File: src/rtl/synth_cfg_pkg.sv
package synth_cfg_pkg;
  parameter int M_W = 9;
  parameter int N_W = 2;
  parameter int T_W = 2;
  localparam int SPARE_W = 1;
  localparam int FRAME_W = T_W + SPARE_W + N_W + M_W;
  // field positions inside the serial frame, M0 at bit 0 (last bit shifted)
  localparam int FR_M_LSB = 0;
  localparam int FR_N_LSB = M_W;
  localparam int FR_SPARE = M_W + N_W;
  localparam int FR_T_LSB = M_W + N_W + SPARE_W;

  typedef enum logic [T_W-1:0] {
    TSEL_LOW   = 2'd0,
    TSEL_SHIFT = 2'd1,
    TSEL_FBDIV = 2'd2,
    TSEL_HALF  = 2'd3
  } tsel_e;

  typedef struct packed {
    logic [T_W-1:0] t;
    logic [N_W-1:0] n;
    logic [M_W-1:0] m;
  } syn_cfg_s;
endpackage

File: src/rtl/synth_cfg_sync.sv
module synth_cfg_sync #(
  parameter int WIDTH  = 1,
  parameter int STAGES = 2
) (
  input  logic             clk,
  input  logic             rst_n,
  input  logic [WIDTH-1:0] async_i,
  output logic [WIDTH-1:0] lvl_o
);
  logic [WIDTH-1:0] stage_q [STAGES];

  always_ff @(posedge clk or negedge rst_n) begin
    if (!rst_n) stage_q[0] <= '0;
    else        stage_q[0] <= async_i;
  end

  for (genvar s = 1; s < STAGES; s++) begin : g_stage
    always_ff @(posedge clk or negedge rst_n) begin
      if (!rst_n) stage_q[s] <= '0;
      else        stage_q[s] <= stage_q[s-1];
    end
  end

  assign lvl_o = stage_q[STAGES-1];
endmodule

File: src/rtl/synth_cfg_shift.sv
module synth_cfg_shift
  import synth_cfg_pkg::*;
(
  input  logic           clk,
  input  logic           rst_n,
  input  logic           shift_en,
  input  logic           bit_i,
  output logic           msb_o,
  output syn_cfg_s       frame_next_o
);
  logic [FRAME_W-1:0] sr_q;
  logic [FRAME_W-1:0] sr_d;

  always_comb begin
    sr_d = sr_q;
    if (shift_en) sr_d = {sr_q[FRAME_W-2:0], bit_i};
  end

  always_ff @(posedge clk or negedge rst_n) begin
    if (!rst_n)        sr_q <= '0;
    else if (shift_en) sr_q <= sr_d;
  end

  assign msb_o          = sr_q[FRAME_W-1];
  assign frame_next_o.t = sr_d[FR_T_LSB +: T_W];
  assign frame_next_o.n = sr_d[FR_N_LSB +: N_W];
  assign frame_next_o.m = sr_d[FR_M_LSB +: M_W];
endmodule

File: src/rtl/synth_cfg_regs.sv
module synth_cfg_regs
  import synth_cfg_pkg::*;
#(
  parameter int LOCK_MIN = 8,
  parameter int LOCK_MAX = 28
) (
  input  logic           clk,
  input  logic           rst_n,
  input  logic           pins_ld,
  input  logic           frame_ld,
  input  logic [M_W-1:0] pin_m,
  input  logic [N_W-1:0] pin_n,
  input  syn_cfg_s       frame,
  output syn_cfg_s       cfg_o,
  output logic           warn_o
);
  syn_cfg_s cfg_q, cfg_d;
  logic     warn_q, warn_d;
  logic     cfg_en;

  assign cfg_en = pins_ld | frame_ld;

  always_comb begin
    cfg_d = cfg_q;
    if (pins_ld) begin
      cfg_d.m = pin_m;
      cfg_d.n = pin_n;
    end else if (frame_ld) begin
      cfg_d = frame;
    end
    warn_d = (int'(cfg_d.m) < LOCK_MIN) || (int'(cfg_d.m) > LOCK_MAX);
  end

  always_ff @(posedge clk or negedge rst_n) begin
    if (!rst_n) begin
      cfg_q  <= '0;
      warn_q <= 1'b0;
    end else if (cfg_en) begin
      cfg_q  <= cfg_d;
      warn_q <= warn_d;
    end
  end

  assign cfg_o  = cfg_q;
  assign warn_o = warn_q;
endmodule

File: src/rtl/synth_cfg_testmux.sv
module synth_cfg_testmux
  import synth_cfg_pkg::*;
(
  input  logic           clk,
  input  logic           rst_n,
  input  logic           force_low,
  input  logic [T_W-1:0] code,
  input  logic           shift_msb,
  input  logic           fbdiv,
  input  logic           halfclk,
  output logic           test_o
);
  logic test_q, test_d;

  always_comb begin
    unique case (tsel_e'(code))
      TSEL_LOW:   test_d = 1'b0;
      TSEL_SHIFT: test_d = shift_msb;
      TSEL_FBDIV: test_d = fbdiv;
      TSEL_HALF:  test_d = halfclk;
      default:    test_d = 1'b0;
    endcase
    if (force_low) test_d = 1'b0;
  end

  always_ff @(posedge clk or negedge rst_n) begin
    if (!rst_n) test_q <= 1'b0;
    else        test_q <= test_d;
  end

  assign test_o = test_q;
endmodule

File: src/rtl/synth_cfg_loader.sv
module synth_cfg_loader
  import synth_cfg_pkg::*;
#(
  parameter int SYNC_STAGES = 2,
  parameter int LOCK_MIN    = 8,
  parameter int LOCK_MAX    = 28
) (
  input  logic           clk,
  input  logic           rst_n,
  input  logic [M_W-1:0] pin_m,
  input  logic [N_W-1:0] pin_n,
  input  logic           pin_latch,
  input  logic           ser_clk,
  input  logic           ser_dat,
  input  logic           ser_ld,
  input  logic           div_rst,
  input  logic           fbdiv_mon,
  input  logic           halfclk_mon,
  output logic [M_W-1:0] cfg_m,
  output logic [N_W-1:0] cfg_n,
  output logic [T_W-1:0] cfg_t,
  output logic           test_pin,
  output logic           m_warn
);
  // synchronizer channel indices
  localparam int CH_SCLK = 0;
  localparam int CH_SDAT = 1;
  localparam int CH_LD   = 2;
  localparam int CH_LAT  = 3;
  localparam int CH_DRST = 4;
  localparam int N_CH    = 5;
  localparam int N_EDGE  = 3;

  logic [N_CH-1:0]   raw_in, sync_lvl;
  logic [N_EDGE-1:0] edge_prev_q;

  logic     sclk_lvl, sdat_lvl, ld_lvl, par_lvl, drst_lvl;
  logic     sclk_prev, ld_prev, par_prev;
  logic     sclk_rise, ld_rise;
  logic     shift_en, pins_ld, frame_ld, force_low;
  logic     sr_msb;
  syn_cfg_s frame_next, cfg_q;

  assign raw_in[CH_SCLK] = ser_clk;
  assign raw_in[CH_SDAT] = ser_dat;
  assign raw_in[CH_LD]   = ser_ld;
  assign raw_in[CH_LAT]  = pin_latch;
  assign raw_in[CH_DRST] = div_rst;

  synth_cfg_sync #(.WIDTH(N_CH), .STAGES(SYNC_STAGES)) u_sync (
    .clk     (clk),
    .rst_n   (rst_n),
    .async_i (raw_in),
    .lvl_o   (sync_lvl)
  );

  assign sclk_lvl = sync_lvl[CH_SCLK];
  assign sdat_lvl = sync_lvl[CH_SDAT];
  assign ld_lvl   = sync_lvl[CH_LD];
  assign par_lvl  = sync_lvl[CH_LAT];
  assign drst_lvl = sync_lvl[CH_DRST];

  // one extra stage for edge detection on the three control lines
  always_ff @(posedge clk or negedge rst_n) begin
    if (!rst_n) edge_prev_q <= '0;
    else        edge_prev_q <= {par_lvl, ld_lvl, sclk_lvl};
  end

  assign sclk_prev = edge_prev_q[0];
  assign ld_prev   = edge_prev_q[1];
  assign par_prev  = edge_prev_q[2];
  assign sclk_rise = sclk_lvl & ~sclk_prev;
  assign ld_rise   = ld_lvl & ~ld_prev;

  // mode decode: parallel path owns the registers while the strobe is low
  // and on the cycle it rises; the serial path writes only after that
  assign shift_en  = par_lvl & sclk_rise;
  assign pins_ld   = ~(par_lvl & par_prev);
  assign frame_ld  = par_lvl & par_prev & ld_lvl & (ld_rise | sclk_rise);
  assign force_low = ~par_lvl | drst_lvl;

  synth_cfg_shift u_shift (
    .clk          (clk),
    .rst_n        (rst_n),
    .shift_en     (shift_en),
    .bit_i        (sdat_lvl),
    .msb_o        (sr_msb),
    .frame_next_o (frame_next)
  );

  synth_cfg_regs #(.LOCK_MIN(LOCK_MIN), .LOCK_MAX(LOCK_MAX)) u_regs (
    .clk      (clk),
    .rst_n    (rst_n),
    .pins_ld  (pins_ld),
    .frame_ld (frame_ld),
    .pin_m    (pin_m),
    .pin_n    (pin_n),
    .frame    (frame_next),
    .cfg_o    (cfg_q),
    .warn_o   (m_warn)
  );

  synth_cfg_testmux u_tmux (
    .clk       (clk),
    .rst_n     (rst_n),
    .force_low (force_low),
    .code      (cfg_q.t),
    .shift_msb (sr_msb),
    .fbdiv     (fbdiv_mon),
    .halfclk   (halfclk_mon),
    .test_o    (test_pin)
  );

  assign cfg_m = cfg_q.m;
  assign cfg_n = cfg_q.n;
  assign cfg_t = cfg_q.t;
endmodule

File: config.mk
export PLATFORM = sky130hd
export DESIGN_NAME = synth_cfg_loader
export DESIGN_NICKNAME = d
export VERILOG_FILES = /design/src/rtl/synth_cfg_pkg.sv /design/src/rtl/synth_cfg_sync.sv /design/src/rtl/synth_cfg_shift.sv /design/src/rtl/synth_cfg_regs.sv /design/src/rtl/synth_cfg_testmux.sv /design/src/rtl/synth_cfg_loader.sv
export SDC_FILE = /design/constraint.sdc
export NUM_CORES = 1
export LEC_CHECK = 0
export BUFFER_PORTS_ARGS = -buffer_cell sky130_fd_sc_hd__buf_2
export CAP_MARGIN = 20
export CELL_PAD_IN_SITES_DETAIL_PLACEMENT = 1
export CELL_PAD_IN_SITES_GLOBAL_PLACEMENT = 2
export CORE_UTILIZATION = 38
export DETAILED_ROUTE_END_ITERATION = 12
export MAX_ROUTING_LAYER = met4
export PLACE_DENSITY = 0.79
export SLEW_MARGIN = 30
export SYNTH_ARGS = -nofsm -noshare
export SYNTH_HDL_FRONTEND = slang
export SYNTH_SLANG_ARGS = --single-unit
File: constraint.sdc
create_clock -name clk -period 4.8 [get_ports clk]
set_input_delay 0.48 -clock clk [delete_from_list [all_inputs] [get_ports clk]]
set_output_delay 0.48 -clock clk [all_outputs]
set_load 0.05 [all_outputs]
==> qor.txt, run 1 <==
Max Fclk = 522 MHz
gr usage total = 18.0%
clock latency on the worst-skew pair = 290 ps
Synth Instances = 117
antenna violations before repair = 0
DR WL/cell = 16.1 um
final setup margin = 2880 ps
register area = 0.00105 mm^2
WP data required = 4970 ps
crit path capture type = flop
DR vias = 1064
cts bufs inserted = 5
remaining antenna violation count = 0
1st-iter DRT viols = 62
unrepaired setup endpoints after global routing = false
core outline area = 0.00403 mm^2
Initial Utilization = 40.0%
sequential share of the synthesized area = 65.3%
class of the worst hold path = input port to asynchronous set/reset pin
Clk pin slew, worst setup/hold paths = 80 ps
final net count = 174
critical path fanouts, max = 15
# Max-Cap Violations = 0
Total Die Area = 0.00450 mm^2
Post-route DRC = 0
critical path data arrival time = 2090 ps
relative slew slack = 59.0%
top cell type by total area after synthesis = dfrtp_1
Post-CTS Setup Repair Bufs = 0
post-route core utilization = 47.5%
Post-synth ARST share = 100%
cell row count = 23
max-slew violation count = 0
Power Total = 0.795 mW
critical path class = flop to flop
Fin. Hold Viols = 0
Clock Sinks = 42
clock buffer depth = 2
Via-to-Cell Ratio = 5.19
peak supply drop = 0.157 mV
CP Launch Type = flop
number of diodes = 0
area occupied by multi-input gates = 532 um^2
IO buf count = 34
Seq cells post-synth = 42
final setup TNS = 0 ps
global-route wire length before repair = 5570 um
ranking of synthesized cells by area = dfrtp_1 (65%), mux2_2 (8.4%), nand2_1 (3.7%)
Tightest Pin Transition = 613 ps
layout cells sized above 1 = 37.4%
dpl ws = 2900 ps
CTS Hold Bufs = 0
Syn Area/Cell = 13.8 um^2
worst reg2reg path depth = 5
Routability Congestion = 0.770
status = finished clean
Syn-to-layout area delta = 18.8%
number of H-tree levels = 2
synthesized area = 0.00161 mm^2
clock skew = 7.10 ps
Cell variety after synth = 32
Ports = 35
dpl hpwl = 2360 um
Total Wirelength = 3300 um
Mapped Nets = 137
largest net degree at the start of global routing = 43
number of synthesis warnings = 0
most frequent cells in the layout = dfrtp_1 (42), buf_2 (33), nand2_1 (16)
Die Span X = 67.1 um
Most used DFF post-synth = dfrtp_1
number of flops mapped to enable cells by yosys = 0
TritonCTS clock tree = built
clock root buffer = clkbuf_8
vias in the first global route = 1127
post-cts sizing count = 0
hold slack final = 159 ps
TritonRoute pass-1 iters = 4
Leakage Power = 0.952 nW
fill count = 435
fin crit share = 39.9%
Tmin final = 1920 ps
Die H = 67.1 um
most common cell after layout, fill and taps aside = dfrtp_1
Setup violations, final = 0
global route overflow = 0
proportion of netlist area held by the largest area contributor = 65.3%
pwr dens = 416 mW/mm^2
## cell families (layout without fill, tap and decap cells)
logic type / after synthesis / count (layout) / share of synthesized area (%)
muxes: 14 / 14 / 10.3
buffers and inverters: 5 / 43 / 1.71
AOI/OAI and AO/OA: 20 / 20 / 10.5
and+or+nand+nor: 36 / 36 / 12.3
DFF: 42 / 42 / 65.3
## synth_stat cells, drive strengths merged (2+ instances only)
master / count
o221a: 3
dfrtp: 42
o211ai: 2
nand2: 16
nand2b: 4
buf: 3
a22oi: 4
and2: 5
nor2: 2
mux2: 14
a221o: 4
nand3b: 2
## state kept, by name (all words and copies together), names as in the netlist
| signal | count |
|---|---|
| u_shift.sr_q | 14 |
| edge_prev_q | 3 |
| u_tmux.test_o | 1 |
| u_regs.warn_o | 1 |
| u_sync.stage_q | 5 |
| u_sync.lvl_o | 5 |
| u_regs.cfg_o | 13 |
## power by group
group / switching (mW) / total, mW / internal, mW
Clock: 0.117 / 0.233 / 0.116
Combinational: 0.0821 / 0.137 / 0.0554
Sequential: 0.0259 / 0.425 / 0.399
## area by class of cell
class,count,area share [%]
clock buffer,7,4.51
multi-input combinational,70,27.8
sequential,42,54.9
tap,50,3.27
timing repair buffer,34,9.03
inverter,1,0.196
clock inverter,1,0.262
## per-layer routing
layer / wire length [um] / part of all wire (%) / track usage, % / up-vias
li1: - / - / - / 490
met1: 1470 / 45 / 22.4 / 539
met2: 1630 / 49 / 27.5 / 31
met3: 163 / 4.9 / 5.82 / 4
met4: 36 / 1.1 / 6.38 / 0
met5: 0 / 0 / - / -
## metrics by stage
step           std cells  cell area [um^2]
2_1_floorplan        117              1610
6_report             205              1910
3_5_place_dp         197              1820
4_1_cts              205              1910
3_3_place_gp         197              1820
5_1_grt              205              1910
## final timing paths
check | from | to | slack [ps]
setup / recovery | u_sync.lvl_o[3] | u_regs.warn_o | 2880
hold / removal | rst_n | u_shift.sr_q[7] | 160
setup reg to reg | u_sync.lvl_o[3] | u_regs.warn_o | 2880
hold reg to reg | u_sync.stage_q[8] | u_sync.lvl_o[3] | 350
max in group asynchronous | rst_n | u_shift.sr_q[4] | 4280
min in group clk | ser_clk | u_sync.stage_q[5] | 290
## worst max-delay path, stage by stage, from the launching register on
cell and delay (ps):
dfrtp_1 460, nand3b_4 230, mux2_2 380, a221o_1 340, nor3_1 260, a31oi_1 130
Note: power is estimated with default switching activity, not from simulation.
==> inputs of run 2 (changes only) <==
--- a/config.mk
+++ b/config.mk
@@ -9,10 +9,10 @@
 export CAP_MARGIN = 20
 export CELL_PAD_IN_SITES_DETAIL_PLACEMENT = 1
 export CELL_PAD_IN_SITES_GLOBAL_PLACEMENT = 2
-export CORE_UTILIZATION = 38
+export CORE_UTILIZATION = 35
 export DETAILED_ROUTE_END_ITERATION = 12
 export MAX_ROUTING_LAYER = met4
-export PLACE_DENSITY = 0.79
+export PLACE_DENSITY = 0.73
 export SLEW_MARGIN = 30
 export SYNTH_ARGS = -nofsm -noshare
 export SYNTH_HDL_FRONTEND = slang
==> constraint.sdc (replaced) <==
create_clock -name clk -period 1.88 [get_ports clk]
set_input_delay 0.188 -clock clk [delete_from_list [all_inputs] [get_ports clk]]
set_output_delay 0.188 -clock clk [all_outputs]
set_load 0.05 [all_outputs]
==> run 2 against run 1 <==
Net effect:
- clock power increased to 3.8 times the previous value
- core utilization up 0.72 points
- global-route usage decreased by 0.75 points
- wire length up 13%
- first-iteration DRC count down 73%
- critical path depth is the same
- sequential share of layout area fell by 5.1 points
- final area up 10%
- total power grew to 3.0 times the previous value
- sequential cell count is the same
- critical endpoint unchanged
==> qor.txt, run 2 (synthesized netlist as in run 1, its figures left out) <==
pwr dens = 1110 mW/mm^2 (+170%)
max-slew violation count = 0 (unchanged)
1st-iter DRT viols = 17 (-73%)
final net count = 191 (+9.8%)
critical path class = flop to flop
critical path fanouts, max = 8 (-7)
cell row count = 24 (+4.3%)
Tmin final = 1860 ps (-60.2 ps)
relative slew slack = 66.1% (+7.2 points)
worst reg2reg path depth = 5 (unchanged)
Largest Register = u_shift.sr_q
class of the worst hold path = input port to flop
Clock Sinks = 42 (unchanged)
Syn-to-layout area delta = 31.2%
Setup violations, final = 0 (unchanged)
TritonRoute pass-1 iters = 4 (unchanged)
Post-Layout Inst Area = 0.00211 mm^2 (+10%)
unrepaired setup endpoints after global routing = true
peak supply drop = 0.422 mV (+170%)
fin crit share = 98.8% (+59 points)
vias in the first global route = 1225 (+8.7%)
max FFs per register = 14 (unchanged)
layout cells sized above 1 = 42.4% (+5.0 points)
clock latency on the worst-skew pair = 300 ps (about the same)
Total Wirelength = 3710 um (+13%)
placed cell area = 0.00186 mm^2 (+2.2%)
remaining antenna violation count = 0 (unchanged)
global-route wire length before repair = 6190 um (+11%)
cts bufs inserted = 5 (unchanged)
Die Span X = 69.8 um (+4.1%)
Fin. Hold Viols = 0 (unchanged)
Initial Utilization = 36.7% (-3.2 points)
antenna violations before repair = 0 (unchanged)
Total Die Area = 0.00488 mm^2 (+8.3%)
hold path start = pin_m[5]
clock buffer depth = 2 (unchanged)
Die H = 69.8 um (+4.1%)
hold slack final = 146 ps (-12.8 ps)
number of diodes = 0 (unchanged)
Via-to-Cell Ratio = 5.07 (-2.3%)
WP data required = 2100 ps (-2870 ps)
Tightest Pin Transition = 508 ps (-105 ps)
dpl hpwl = 2600 um (+10%)
most frequent cells in the layout = dfrtp_1 (41), buf_2 (34), nand2_1 (16)
gr usage total = 17.3% (-0.75 points)
Ports = 35 (unchanged)
register share of total power = 46.4% (-7.0 points)
largest net degree at the start of global routing = 24 (-44%)
TritonCTS clock tree = built
IO buf count = 34 (unchanged)
Hold Path Depth = 3
sw frac = 25.4% (-2.9 points)
Post-route DRC = 0 (unchanged)
Comb power frac = 16.4% (-0.9 points)
critical path data arrival time = 2070 ps (-20 ps)
CP Launch Type = flop
global route overflow = 0 (unchanged)
clock root buffer = clkbuf_8
# Max-Cap Violations = 0 (unchanged)
Clk pin slew, worst setup/hold paths = 80 ps (about the same)
core outline area = 0.00438 mm^2 (+8.8%)
DR vias = 1136 (+6.8%)
DR WL/cell = 16.6 um (+3.1%)
status = finished clean
crit path capture type = flop
sw power = 0.597 mW (+170%)
most common cell after layout, fill and taps aside = dfrtp_1
Routability Congestion = 0.784 (+1.9%)
Max Fclk = 538 MHz (+3.2%)
number of H-tree levels = 2 (unchanged)
clock skew = 12.1 ps (+4.98 ps)
clock share of power = 37.2% (+7.9 points)
internal power = 1.75 mW (+210%)
Setup crit start = edge_prev_q[0]
Leakage Power = 1.04 nW (+9.4%)
RR Startpoint = edge_prev_q[0]
[run 2: critical path: stages (launching register included)]
cell and delay [ps]:
dfrtp_1 410, nand3b_4 230, mux2_4 340, a221o_1 390, or2_0 240, a31oi_1 180
[run 2: layout make-up]
| class | instances | area [um^2] |
|---|---|---|
| clock buffers | 6 | 82.6 |
| inverters | 1 | 3.75 |
| flip-flops and latches | 42 | 1050 |
| fillers | 479 | 2270 |
| repair buffers | 51 | 313 |
| multi-input cells | 70 | 537 |
| well taps | 52 | 65.1 |
| clock inverters | 2 | 60.1 |
[run 2: path summary, 6_finish.rpt]
kind / endpoint / slack, ps
worst max register to register: u_regs.warn_o / 20
max in group asynchronous: u_regs.cfg_o[7] / 920
worst min register to register: u_sync.lvl_o[2] / 360
worst min-delay path: u_regs.cfg_o[5] / 150
worst max-delay path: u_regs.warn_o / 20
min in group asynchronous: u_shift.sr_q[2] / 390
[run 2: power groups by stage]
stage               clock (mW)  sequential, mW  combinational [mW]
floorplan                    0            1.17               0.170
global placement             0            1.10               0.353
detailed placement           0            1.10               0.364
CTS                      0.895            1.09               0.376
global route             0.928            1.11               0.421
finish                   0.874            1.09               0.384
[run 2: repair_timing]
action / 4_1_cts / 5_1_grt
pin swaps: 1 / 3
setup endpoints to repair: 1 / 1
hold buffers: 6 / 0
resized for setup: 0 / 3
buffers inserted: 1 / 5
hold endpoints to repair: 26 / 0
[run 2: per-stage QoR]
stage | setup TNS (ps) | util [%] | total power, mW | setup WS [ps] | cells
4_1_cts | 0 | 47.2 | 2.36 | 15.8 | 219
3_3_place_gp | 0 | 42.4 | 1.45 | 82.3 | 204
6_report | 0 | 48.2 | 2.35 | 22.9 | 224
3_5_place_dp | 0 | 42.4 | 1.47 | 1.97 | 204
5_1_grt | -41.8 | 48.2 | 2.45 | -41.8 | 224
2_1_floorplan | 0 | - | 1.34 | 201 | 117
[run 2: metal layers]
layer | track usage (%) | part of all wire, %
met1 | 20.5 | 42
met2 | 27.6 | 51
met3 | 4.80 | 4.7
met4 | 7.56 | 2.5
met5 | - | 0
==> inputs of run 3 (changes only) <==
--- a/config.mk
+++ b/config.mk
@@ -10,6 +10,7 @@
 export CELL_PAD_IN_SITES_DETAIL_PLACEMENT = 1
 export CELL_PAD_IN_SITES_GLOBAL_PLACEMENT = 2
 export CORE_UTILIZATION = 35
+export CTS_BUF_LIST = sky130_fd_sc_hd__clkbuf_16
 export DETAILED_ROUTE_END_ITERATION = 12
 export MAX_ROUTING_LAYER = met4
 export PLACE_DENSITY = 0.73
==> run 3 against run 2 <==
Net effect:
- core utilization shrank 0.086 points
- highest routed layer unchanged
- worst setup slack gained 30 ps
- maximum frequency grew 1.7%
- sequential power is essentially flat
- critical path type unchanged
- clock power grew 24%
- first-iteration DRC count grew 41%
- non-clock buffer count shrank 5
==> qor.txt, run 3 (synthesized netlist as in run 1, its figures left out) <==
status = finished clean
remaining antenna violation count = 0 (unchanged)
core outline area = 0.00438 mm^2 (unchanged)
cts bufs inserted = 5 (unchanged)
fin crit share = 97.2% (-1.6 points)
Fin. Hold Viols = 0 (unchanged)
Largest Register = u_shift.sr_q
max FFs per register = 14 (unchanged)
Initial Utilization = 36.7% (unchanged)
Post-route DRC = 0 (unchanged)
DR WL/cell = 17.0 um (+2.5%)
clock buffer depth = 2 (unchanged)
CP Launch Type = flop
Die Span X = 69.8 um (unchanged)
1st-iter DRT viols = 24 (+7)
Max stage delay on crit path = 400 ps (about the same)
global-route wire length before repair = 6270 um (+1.3%)
pwr dens = 1210 mW/mm^2 (+9.0%)
Clock Sinks = 42 (unchanged)
CP Cell Sequence = nand3b_4 > mux2_4 > a221o_1 > or2_0 > a31oi_1
clock root buffer = clkbuf_16
critical path data arrival time = 2030 ps (-40 ps)
most common cell after layout, fill and taps aside = dfrtp_1
Via-to-Cell Ratio = 5.12 (+0.93%)
Clk pin slew, worst setup/hold paths = 60 ps (-20 ps)
unrepaired setup endpoints after global routing = true
setup slack, reg-to-reg = 50 ps (+30 ps)
clock skew = 6.86 ps (-5.22 ps)
largest net degree at the start of global routing = 24 (unchanged)
Total Wirelength = 3720 um (+0.19%)
peak supply drop = 0.453 mV (+7.2%)
Syn-to-layout area delta = 31.0%
fill count = 473 (-1.3%)
Die H = 69.8 um (unchanged)
most frequent cells in the layout = dfrtp_1 (41), buf_2 (34), nand2_1 (16)
max-slew violation count = 0 (unchanged)
CP Capture Point = u_regs.warn_o
WP data required = 2080 ps (-20 ps)
CP top delay family = compound AO/OA/AOI/OAI gates
crit path capture type = flop
Power Total = 2.55 mW (+8.8%)
Max Fclk = 547 MHz (+1.7%)
Slowest cell on crit path = dfrtp_1
cell row count = 24 (unchanged)
TritonCTS clock tree = built
antenna violations before repair = 0 (unchanged)
DR vias = 1121 (-1.3%)
post-route core utilization = 48.1% (-0.086 points)
placed cells = 204 (unchanged)
Ports = 35 (unchanged)
number of diodes = 0 (unchanged)
critical path class = flop to flop
Routability Congestion = 0.784 (unchanged)
Setup violations, final = 0 (unchanged)
relative slew slack = 65.7% (-0.39 points)
Leakage Power = 1.04 nW (about the same)
Total Die Area = 0.00488 mm^2 (unchanged)
# Max-Cap Violations = 0 (unchanged)
non-filler instance count after layout = 219 (-2.2%)
worst reg2reg path depth = 5 (unchanged)
gr usage total = 17.5% (+0.26 points)
IO buf count = 34 (unchanged)
Setup crit start = edge_prev_q[0]
vias in the first global route = 1213 (-0.98%)
class of the worst hold path = input port to flop
final net count = 186 (-2.6%)
WP buf/inv = 0 (unchanged)
RR Endpoint = u_regs.warn_o
Tightest Pin Transition = 514 ps (+5.81 ps)
critical path fanouts, max = 8 (unchanged)
Critical Path Stages = 5 (unchanged)
global route overflow = 0 (unchanged)
number of H-tree levels = 2 (unchanged)
dpl hpwl = 2600 um (unchanged)
RR Startpoint = edge_prev_q[0]
TritonRoute pass-1 iters = 4 (unchanged)
Tmin final = 1830 ps (-30.2 ps)
layout cells sized above 1 = 43.1% (+0.67 points)
clock latency on the worst-skew pair = 280 ps (-20 ps)
## run 3: cell types whose count changed in the layout (fill, tap and decap cells not counted), sizes merged
cell	previous run	this run
clkbuf	6	5
clkinv	0	1
dlygate4sd3	6	1
## run 3: how the worst min path moves through the flow
stage	slack, ps	end	start	cells past startpoint
3_3_place_gp	180	u_tmux.test_o	rst_n	1
2_1_floorplan	-110	edge_prev_q[0]	rst_n	0
3_5_place_dp	190	u_tmux.test_o	rst_n	1
6_report	8	u_sync.stage_q[6]	ser_dat	1
4_1_cts	5	u_sync.stage_q[5]	ser_clk	1
5_1_grt	0.4	u_sync.stage_q[6]	ser_dat	1
## run 3: what timing repair did
action / in CTS / in global routing
setup buffers: 1 / 5
gates cloned: 0 / 0
hold buffers: 1 / 0
setup endpoints to repair: 1 / 1
endpoints found under the hold margin: 21 / 0
resized for setup: 0 / 3
pin swaps: 1 / 3
## run 3: metal layers
| metal | global-route usage (%) | part of all wire (%) | wire [um] |
|---|---|---|---|
| met5 | - | 0 | 0 |
| met4 | 7.56 | 2.4 | 89 |
| met3 | 5.23 | 5.1 | 191 |
| met2 | 28.2 | 50 | 1870 |
| met1 | 20.4 | 42 | 1570 |
## run 3: layout make-up
cell class | count | area, um^2 | share of cell area, %
flip-flops and latches | 42 | 1050 | 49.9
multi-input cells | 70 | 537 | 25.4
repair buffers | 46 | 263 | 12.5
clock buffers | 5 | 125 | 5.93
well taps | 52 | 65.1 | 3.08
clock inverters | 3 | 63.8 | 3.02
inverters | 1 | 3.75 | 0.178
## run 3: power by group
| part | total (mW) | internal [mW] | switching [mW] |
|---|---|---|---|
| Clock | 1.08 | 0.755 | 0.329 |
| Combinational | 0.379 | 0.159 | 0.220 |
| Sequential | 1.09 | 1.02 | 0.0707 |
## run 3: stage by stage
stage | hold slack, ps | setup WS [ps] | TNS, ps | area (um^2)
floorplan | -108 | 201 | 0 | 1610
global placement | 178 | 82.3 | 0 | 1860
detailed placement | 188 | 1.97 | 0 | 1860
CTS | 4.86 | 15.2 | 0 | 2070
global route | 0.367 | -28.2 | -28.2 | 2110
finish | 7.82 | 53.1 | 0 | 2110
